$ cat config.mk
export PLATFORM = sky130hd
export DESIGN_NAME = script_addr_gen
export DESIGN_NICKNAME = d
export VERILOG_FILES = /design/src/rtl/sag_pkg.sv /design/src/rtl/sag_addr_calc.sv /design/src/rtl/sag_unpack.sv /design/src/rtl/sag_ctrl.sv /design/src/rtl/script_addr_gen.sv
export SDC_FILE = /design/constraint.sdc
export NUM_CORES = 1
export LEC_CHECK = 0
export BUFFER_PORTS_ARGS = -buffer_cell sky130_fd_sc_hd__buf_4
export CAP_MARGIN = 0
export CORE_UTILIZATION = 40
export DETAILED_ROUTE_END_ITERATION = 8
export GPL_TIMING_DRIVEN = 0
export PLACE_DENSITY = 0.76
export SYNTH_ARGS = -nofsm -noshare
export SYNTH_HDL_FRONTEND = slang
export SYNTH_SLANG_ARGS = --single-unit
$ cat constraint.sdc
create_clock -name clk -period 3.9 [get_ports clk]
set_clock_uncertainty 0.05 [all_clocks]
set_input_delay 0.195 -clock clk [delete_from_list [all_inputs] [get_ports clk]]
set_output_delay 0.195 -clock clk [all_outputs]
set_load 0.02 [all_outputs]
$ cat src/rtl/sag_pkg.sv
package sag_pkg;
    localparam int ADDR_W   = 32;
    localparam int DISP_W   = 24;
    localparam int FIELD_W  = 8;
    localparam int N_FIELDS = 4;
    localparam int ALIGN_B  = 2;
    localparam int KIND_W   = 3;
    // op_kind values below this one may use relative addressing
    localparam int REL_KIND_LIMIT = 4;

    typedef enum logic [1:0] {
        ST_IDLE  = 2'd0,
        ST_READ  = 2'd1,
        ST_DONE  = 2'd2,
        ST_FAULT = 2'd3
    } sag_state_e;
endpackage

$ cat src/rtl/sag_addr_calc.sv
module sag_addr_calc #(
    parameter int ADDR_W  = 32,
    parameter int DISP_W  = 24,
    parameter int KIND_W  = 3,
    parameter int ALIGN_B = 2,
    parameter int REL_LIM = 4
) (
    input  logic [KIND_W-1:0] op_kind,
    input  logic              rel_mode,
    input  logic [ADDR_W-1:0] jump_field,
    input  logic [DISP_W-1:0] count_field,
    input  logic [ADDR_W-1:0] script_ptr,
    input  logic [ADDR_W-1:0] base_addr,
    output logic [ADDR_W-1:0] eff_target,
    output logic [ADDR_W-1:0] tbl_addr,
    output logic              misaligned
);
    localparam int EXT_W = ADDR_W - DISP_W;

    logic [ADDR_W-1:0] disp_ext;
    logic [ADDR_W-1:0] offs_ext;
    logic              rel_ok;

    generate
        if (EXT_W > 0) begin : g_ext
            assign disp_ext = {{EXT_W{jump_field[DISP_W-1]}}, jump_field[DISP_W-1:0]};
            assign offs_ext = {{EXT_W{count_field[DISP_W-1]}}, count_field};
        end else begin : g_noext
            assign disp_ext = jump_field;
            assign offs_ext = count_field[ADDR_W-1:0];
        end
    endgenerate

    always_comb begin
        rel_ok     = rel_mode && (int'(op_kind) < REL_LIM);
        eff_target = rel_ok ? (script_ptr + disp_ext) : jump_field;
        tbl_addr   = base_addr + offs_ext;
        misaligned = |base_addr[ALIGN_B-1:0];
    end
endmodule

$ cat src/rtl/sag_unpack.sv
module sag_unpack #(
    parameter int FIELD_W  = 8,
    parameter int N_FIELDS = 4
) (
    input  logic                          clk,
    input  logic                          rst_n,
    input  logic                          load,
    input  logic [FIELD_W*N_FIELDS-1:0]   word,
    output logic [FIELD_W*N_FIELDS-1:0]   fields
);
    localparam int WORD_W = FIELD_W * N_FIELDS;

    generate
        for (genvar i = 0; i < N_FIELDS; i++) begin : g_field
            always_ff @(posedge clk or negedge rst_n) begin
                if (!rst_n) begin
                    fields[i*FIELD_W +: FIELD_W] <= '0;
                end else if (load) begin
                    fields[i*FIELD_W +: FIELD_W] <= word[i*FIELD_W +: FIELD_W];
                end
            end
        end
    endgenerate

    AST_HOLD_WITHOUT_LOAD: assert property (@(posedge clk) disable iff (!rst_n)
        !load |=> $stable(fields));

    logic [WORD_W-1:0] unused_chk;
    assign unused_chk = fields;
endmodule

$ cat src/rtl/sag_ctrl.sv
module sag_ctrl
    import sag_pkg::*;
#(
    parameter int ADDR_W = 32
) (
    input  logic              clk,
    input  logic              rst_n,
    input  logic              start,
    input  logic              tbl_mode,
    input  logic [ADDR_W-1:0] eff_target,
    input  logic [ADDR_W-1:0] tbl_addr,
    input  logic              misaligned,
    input  logic              mem_rvalid,
    output logic              mem_req,
    output logic [ADDR_W-1:0] mem_addr,
    output logic              busy,
    output logic              done,
    output logic              align_err,
    output logic [ADDR_W-1:0] jump_target,
    output logic              load_en
);
    sag_state_e state_q, state_d;
    logic       accept;

    assign accept = (state_q == ST_IDLE) && start;

    always_ff @(posedge clk or negedge rst_n) begin
        if (!rst_n) state_q <= ST_IDLE;
        else        state_q <= state_d;
    end

    always_comb begin
        state_d = state_q;
        unique case (state_q)
            ST_IDLE: begin
                if (start) begin
                    if (!tbl_mode)       state_d = ST_DONE;
                    else if (misaligned) state_d = ST_FAULT;
                    else                 state_d = ST_READ;
                end
            end
            ST_READ:  if (mem_rvalid) state_d = ST_DONE;
            ST_DONE:  state_d = ST_IDLE;
            ST_FAULT: state_d = ST_IDLE;
            default:  state_d = ST_IDLE;
        endcase
    end

    always_ff @(posedge clk or negedge rst_n) begin
        if (!rst_n) begin
            jump_target <= '0;
            mem_addr    <= '0;
        end else if (accept) begin
            jump_target <= eff_target;
            mem_addr    <= tbl_addr;
        end
    end

    always_comb begin
        mem_req   = 1'b0;
        done      = 1'b0;
        align_err = 1'b0;
        load_en   = 1'b0;
        busy      = (state_q != ST_IDLE);
        unique case (state_q)
            ST_IDLE:  ;
            ST_READ: begin
                mem_req = 1'b1;
                load_en = mem_rvalid;
            end
            ST_DONE:  done = 1'b1;
            ST_FAULT: begin
                done      = 1'b1;
                align_err = 1'b1;
            end
            default:  ;
        endcase
    end

    AST_REQ_HELD: assert property (@(posedge clk) disable iff (!rst_n)
        mem_req && !mem_rvalid |=> mem_req && $stable(mem_addr));
    AST_REQ_RELEASE: assert property (@(posedge clk) disable iff (!rst_n)
        mem_req && mem_rvalid |=> !mem_req && done);
    AST_DONE_SINGLE: assert property (@(posedge clk) disable iff (!rst_n)
        done |=> !done);
    AST_FAULT_NO_READ: assert property (@(posedge clk) disable iff (!rst_n)
        align_err |-> done && !mem_req);
    AST_BUSY_START_IGNORED: assert property (@(posedge clk) disable iff (!rst_n)
        busy && start |=> $stable(jump_target) && $stable(mem_addr));
endmodule

$ cat src/rtl/script_addr_gen.sv
module script_addr_gen
    import sag_pkg::*;
(
    input  logic                  clk,
    input  logic                  rst_n,
    input  logic                  start,
    input  logic [KIND_W-1:0]     op_kind,
    input  logic                  rel_mode,
    input  logic                  tbl_mode,
    input  logic [ADDR_W-1:0]     jump_field,
    input  logic [DISP_W-1:0]     count_field,
    input  logic [ADDR_W-1:0]     script_ptr,
    input  logic [ADDR_W-1:0]     base_addr,
    output logic                  mem_req,
    output logic [ADDR_W-1:0]     mem_addr,
    input  logic                  mem_rvalid,
    input  logic [ADDR_W-1:0]     mem_rdata,
    output logic                  busy,
    output logic                  done,
    output logic                  align_err,
    output logic [ADDR_W-1:0]     jump_target,
    output logic [FIELD_W-1:0]    xfer_timing,
    output logic [FIELD_W-1:0]    xfer_id,
    output logic [FIELD_W-1:0]    xfer_offset,
    output logic [FIELD_W-1:0]    xfer_period
);
    localparam int SET_W = FIELD_W * N_FIELDS;

    logic [ADDR_W-1:0] eff_target;
    logic [ADDR_W-1:0] tbl_addr;
    logic              misaligned;
    logic              load_en;
    logic [SET_W-1:0]  settings;

    sag_addr_calc #(
        .ADDR_W (ADDR_W),
        .DISP_W (DISP_W),
        .KIND_W (KIND_W),
        .ALIGN_B(ALIGN_B),
        .REL_LIM(REL_KIND_LIMIT)
    ) u_calc (
        .op_kind    (op_kind),
        .rel_mode   (rel_mode),
        .jump_field (jump_field),
        .count_field(count_field),
        .script_ptr (script_ptr),
        .base_addr  (base_addr),
        .eff_target (eff_target),
        .tbl_addr   (tbl_addr),
        .misaligned (misaligned)
    );

    sag_ctrl #(
        .ADDR_W(ADDR_W)
    ) u_ctrl (
        .clk        (clk),
        .rst_n      (rst_n),
        .start      (start),
        .tbl_mode   (tbl_mode),
        .eff_target (eff_target),
        .tbl_addr   (tbl_addr),
        .misaligned (misaligned),
        .mem_rvalid (mem_rvalid),
        .mem_req    (mem_req),
        .mem_addr   (mem_addr),
        .busy       (busy),
        .done       (done),
        .align_err  (align_err),
        .jump_target(jump_target),
        .load_en    (load_en)
    );

    sag_unpack #(
        .FIELD_W (FIELD_W),
        .N_FIELDS(N_FIELDS)
    ) u_unpack (
        .clk   (clk),
        .rst_n (rst_n),
        .load  (load_en),
        .word  (mem_rdata[SET_W-1:0]),
        .fields(settings)
    );

    // Field order within the word: timing high byte down to period low byte
    assign xfer_timing = settings[4*FIELD_W-1 : 3*FIELD_W];
    assign xfer_id     = settings[3*FIELD_W-1 : 2*FIELD_W];
    assign xfer_offset = settings[2*FIELD_W-1 : FIELD_W];
    assign xfer_period = settings[FIELD_W-1 : 0];

    AST_SETTINGS_ONLY_ON_READ: assert property (@(posedge clk) disable iff (!rst_n)
        !(mem_req && mem_rvalid) |=> $stable(settings));
endmodule

# After elaboration in Yosys (flattened, before gate mapping)
# Cells that the tools add are included.
dict set report word_totals {
  in_bits 161
  elab_cells 32
  ff_bits 98
}
dict set report classes {
  n_eq_ne 5
  add_sub_neg 2
  n_reduce_logical 7
  order_cmp 1
  mux 10
}
# cell count
set op_table {}
lappend op_table {{adder 32 bit} 2}
lappend op_table {{two-way mux 32 bit} 1}
lappend op_table {{two-way mux 2 bit} 4}
lappend op_table {{case mux 2 bit (3 select lines)} 1}
lappend op_table {{== test 2 bit (second input constant)} 2}
lappend op_table {{two-way mux 1 bit} 4}
lappend op_table {{!= test 2 bit (second input constant)} 2}
lappend op_table {{OR reduction 2 bit} 2}
lappend op_table {{< comparator 3 bit (second input constant)} 1}
lappend op_table {{== test 2 x 1 -> 1 bit (second input constant)} 1}
lappend op_table {{logical AND 1 bit} 2}
lappend op_table {{logical NOT 2 bit} 1}
lappend op_table {{AND reduction 2 bit} 1}
lappend op_table {{nonzero test 2 bit} 1}

# Longest topological paths before layout
dict set report logic_depth {
  word_depth 5
  mapped_depth 10
  ltp_nobuf 10
}

# Hierarchy
# A second synthesis with hierarchy kept.
dict set report hier_totals {
  hier_cells 757
  hier_area_um2 7802.5
}
# module instances cells_per_inst seq_area_each_um2 area_each_um2
set by_module_without_submodules {}
lappend by_module_without_submodules {sag_addr_calc 1 539 0.0 3644.7}
lappend by_module_without_submodules {sag_ctrl 1 150 1651.6 2812.7}
lappend by_module_without_submodules {sag_unpack 1 68 800.8 1345.0}

# Worst setup path before layout
# Ideal clock, no wire load.
dict set report synth_timing {
  path_kind {input port to flip-flop}
  startpoint {input jump_field[0]}
  endpoint {register u_ctrl.jump_target[22]}
  path_stages 10
  t_arrival_ns 2.444
  setup_slack_ns 1.324
  cell_sequence {ha_1 fa_1 a211oi_2 nor2_1 o31ai_1 a21oi_2 o31ai_1 o221ai_1 xnor2_1 o21ai_0}
}
dict set report synth_via {
  elab_chain_cells 2
}
# element line_no
set synth_rtl {}
lappend synth_rtl {{start: declaration} script_addr_gen.sv:10} ;# input logic [ADDR_W-1:0] jump_field,
lappend synth_rtl {{adder 32 bit} sag_addr_calc.sv:36} ;# eff_target = rel_ok ? (script_ptr + disp_ext) : jump_field;
lappend synth_rtl {{two-way mux 32 bit} sag_addr_calc.sv:36}
lappend synth_rtl {{end signal: assignment} sag_ctrl.sv:54} ;# jump_target <= eff_target;
lappend synth_rtl {{end: declaration} sag_ctrl.sv:19} ;# output logic [ADDR_W-1:0] jump_target,
# No other way between the ends.
# A chain may end at the register's enable or synchronous reset.

# Worst setup path after layout
# Ends and elaborated chain as after synthesis.

==> reports/qor.yml <==
worstSetupPathType: "in2reg"
fin_crit_ns: 2.94
rsz0062_at_grt: "no"
relSlewSlack_pct: 50.7
ir_drop_mv: 0.489
synth_edf_count: 0
clockBufferDepth: 2
multiInputGateArea_um2: 4560
synth_area_um2: 7240
grt_pass1_wl_mm: 34.8
slowest_stage: "o31ai_1"
start_util_pct: 41.4
num-fill-cells: 1650
arrival_ns: 3.10
cts_root_buffer: "clkbuf_16"
yosys.cell_types.count: 68
diodes: 0
hp-class: "in2reg"
synthToLayoutAreaGrowth_pct: 35.2
drcViolationCount: 0
slew_viol_final: 0
ys_warn_count: 0
grt_pass1_vias: 6855
grt_overflow: 0
gp_congestion: 0.931
synth_cells: 827
synth_top_area_cell: "dfrtp_1"
syn_nets: 1052
cts.sink_count: 98
synth_area_leaders: "dfrtp_1 (34%), ha_1 (11%), a21oi_1 (5.7%)"
track_usage_pct: 24.1
setup_violations: 0
clk_pin_slew_ns: 0.08
async_reset_ff_share_pct: 100
path_cells: "buf_4, ha_1, fa_1, a211oi_2, nor2_1, o31ai_1, a21oi_2, o31ai_1, o221ai_1, xnor2_1, o21ai_0"
drt-initial-drc-count: 334
core_um2: 17500
worst_slew_pin_slew_ns: 0.732
grt_start_max_net_pins: 99
layout.nets: 1323
cpMostUsedCell: "o31ai_1"
cts_resized: 0
synth.avg_cell_area_um2: 8.75
fin_crit_sh_pct: 75.4
clock.fmax_ghz: 0.340
synth_top_area_share_pct: 33.9
timing.setup.tns_ns: 0
antenna_found_initial: 0
clk_latency_ns: 0.34
cap_viol_max_count: 0
worst-path-max-fanout: 4
drive_above_1_share_pct: 29.6
die_h_um: 137
max_stage_delay_ns: 0.51
dieArea_um2: 18600
wl_mm: 22.7
dp.cells: 1310
drtAntennaViolNets: 0
cts_buffers: 9
post_drt_wl_per_cell_um: 17.1
cts_htree_levels: 3
r2r_slack_ns: 1.58
p_per_area_nw_per_um2: 581
ys_seq_area_share_pct: 33.9
crit_path_end_kind: "flip-flop"
crit_path_start: "jump_field[0]"
crit_end: "u_ctrl.jump_target[22]"
cp_top_family: "compound AO/OA/AOI/OAI gates"
synth_ff_type: "dfrtp_1"
dr.pass1.iters: 5
regArea_um2: 2450
via_count: 7273
num_io_pins: 261
stdcell_count: 1328
critPathLaunchType: "input pin"
outcome: "finished, final reports clean"
cp_num_buf_inv: 1
port_buffers: 258
cts_tree: "built"
avgViaCountPerCell: 5.48
r2r_start: "u_ctrl.state_q[0]"
hold_violations: 0
hpwl_mm: 18.2
timing.rr.end: "u_ctrl.jump_target[11]"
num_rows: 48
r2r_cells: 6
cp.depth: 11
die_w_um: 137
p_leak_nw: 4.70
ys_seq_elements: 98
crit_required_ns: 4.06
[synthesized netlist by cell type (2+ instances only)]
| cell type | instances |
|---|---|
| or3_1 | 7 |
| a21oi_2 | 3 |
| a211oi_2 | 3 |
| o21bai_1 | 7 |
| o211a_1 | 2 |
| a21oi_1 | 82 |
| o21ai_1 | 4 |
| a311oi_1 | 2 |
| a2111oi_0 | 2 |
| xor2_1 | 19 |
| a211oi_1 | 8 |
| nand3_1 | 15 |
| nand2_1 | 96 |
| inv_1 | 16 |
| o21ai_0 | 80 |
| nor2b_1 | 8 |
| a31o_2 | 4 |
| nand2b_1 | 5 |
| mux2_2 | 32 |
| ha_1 | 62 |
| nor2_1 | 47 |
| o211ai_1 | 4 |
| buf_1 | 6 |
| o22ai_1 | 3 |
| and3_1 | 16 |
| fa_1 | 2 |
| a41oi_1 | 4 |
| buf_2 | 2 |
| o21a_1 | 5 |
| clkbuf_1 | 33 |
| a21o_1 | 28 |
| and2_1 | 7 |
| o31ai_1 | 3 |
| nand4_1 | 10 |
| nor3_1 | 9 |
| nor3b_1 | 2 |
| mux2i_1 | 2 |
| o2111ai_1 | 3 |
| dfrtp_1 | 98 |
| a31oi_1 | 21 |
| xnor2_1 | 35 |
| a221o_1 | 2 |
| a211o_1 | 3 |
[how the worst min path moves through the flow]
stage / start / endpoint / slack [ns] / cells after the start
4_1_cts: mem_rdata[15] / u_unpack.fields[15] / 0.02 / 2
3_5_place_dp: mem_rdata[17] / u_unpack.fields[17] / 0.38 / 2
5_1_grt: mem_rdata[27] / u_unpack.fields[27] / 0.02 / 2
6_report: mem_rdata[9] / u_unpack.fields[9] / 0.03 / 2
2_1_floorplan: rst_n / u_ctrl.jump_target[0] / -0.15 / 0
3_3_place_gp: mem_rdata[5] / u_unpack.fields[5] / 0.38 / 2
[worst register-to-register path: cells and delay by family (launching register included)]
kind	cells	cell delay, ns
buf+inv	2	0.97
flops	1	0.40
simple gates	3	0.66
compound gates	1	0.18
[per-layer routing]
layer	up-vias	global-route usage, %	part of all wire (%)
met3	30	3.81	6.7
met4	0	8.21	2.2
li1	3569	-	-
met2	256	40.9	48
met5	-	0	0
met1	3418	30.9	44
[registers in the layout, indices dropped and copies added (netlist names)]
signal              flops
u_unpack.fields        32
u_ctrl.mem_addr        32
u_ctrl.jump_target     32
u_ctrl.state_q          2
[logic make-up after synthesis]
group / Yosys count / share of synthesized area, %
flops: 98 / 33.9
simple gates: 229 / 14.7
compound gates: 290 / 25.2
mux: 34 / 5.26
xor+xnor: 54 / 6.53
buf+inv: 58 / 3.15
fa+ha+maj: 64 / 11.3
[stage by stage]
step	power, W	instance area (um^2)	hold WS [ns]	setup slack (ns)	util, %
finish	0.00568	9780	0.0294	0.958	56.0
global route	0.00606	9780	0.0179	0.839	56.0
CTS	0.00573	9740	0.0161	1.03	55.7
detailed placement	0.00484	9460	0.384	0.681	54.1
global placement	0.00478	9460	0.381	0.737	54.1
floorplan	0.00347	7240	-0.151	1.32	-
[layout make-up]
type,count,area share (%)
Inverter,16,0.614
Clock buffer,9,2.30
Clock inverter,7,0.627
Tap cell,225,2.88
Sequential cell,98,25.1
Multi-Input combinational cell,671,46.6
Buffer,42,1.71
Timing Repair Buffer,260,20.2
[placed cells by master, fill, tap and decap left out, drive strengths merged, types with 8 or more instances in the layout]
cell / count
nor2: 47
xnor2: 35
buf: 268
a211oi: 11
nand2: 96
a21o: 28
a31oi: 21
and3: 16
a21oi: 85
dfrtp: 98
nor2b: 8
clkbuf: 42
xor2: 19
ha: 62
nand3: 15
mux2: 32
inv: 19
nand4: 10
nor3: 9
o21ai: 85
[repair_timing]
action | 4_1_cts | 5_1_grt
buffers inserted | 0 | 0
endpoints found under the hold margin | 0 | 98
hold buffers | 0 | 1
[where the power goes]
part	switching, W	internal (W)	leakage, nW
combinational	0.00171	0.00131	3.39
clock	0.000429	0.000445	0.135
sequential	0.000276	0.00151	1.18
total	0.00242	0.00327	4.70
Power figures use the tool's default switching activity.
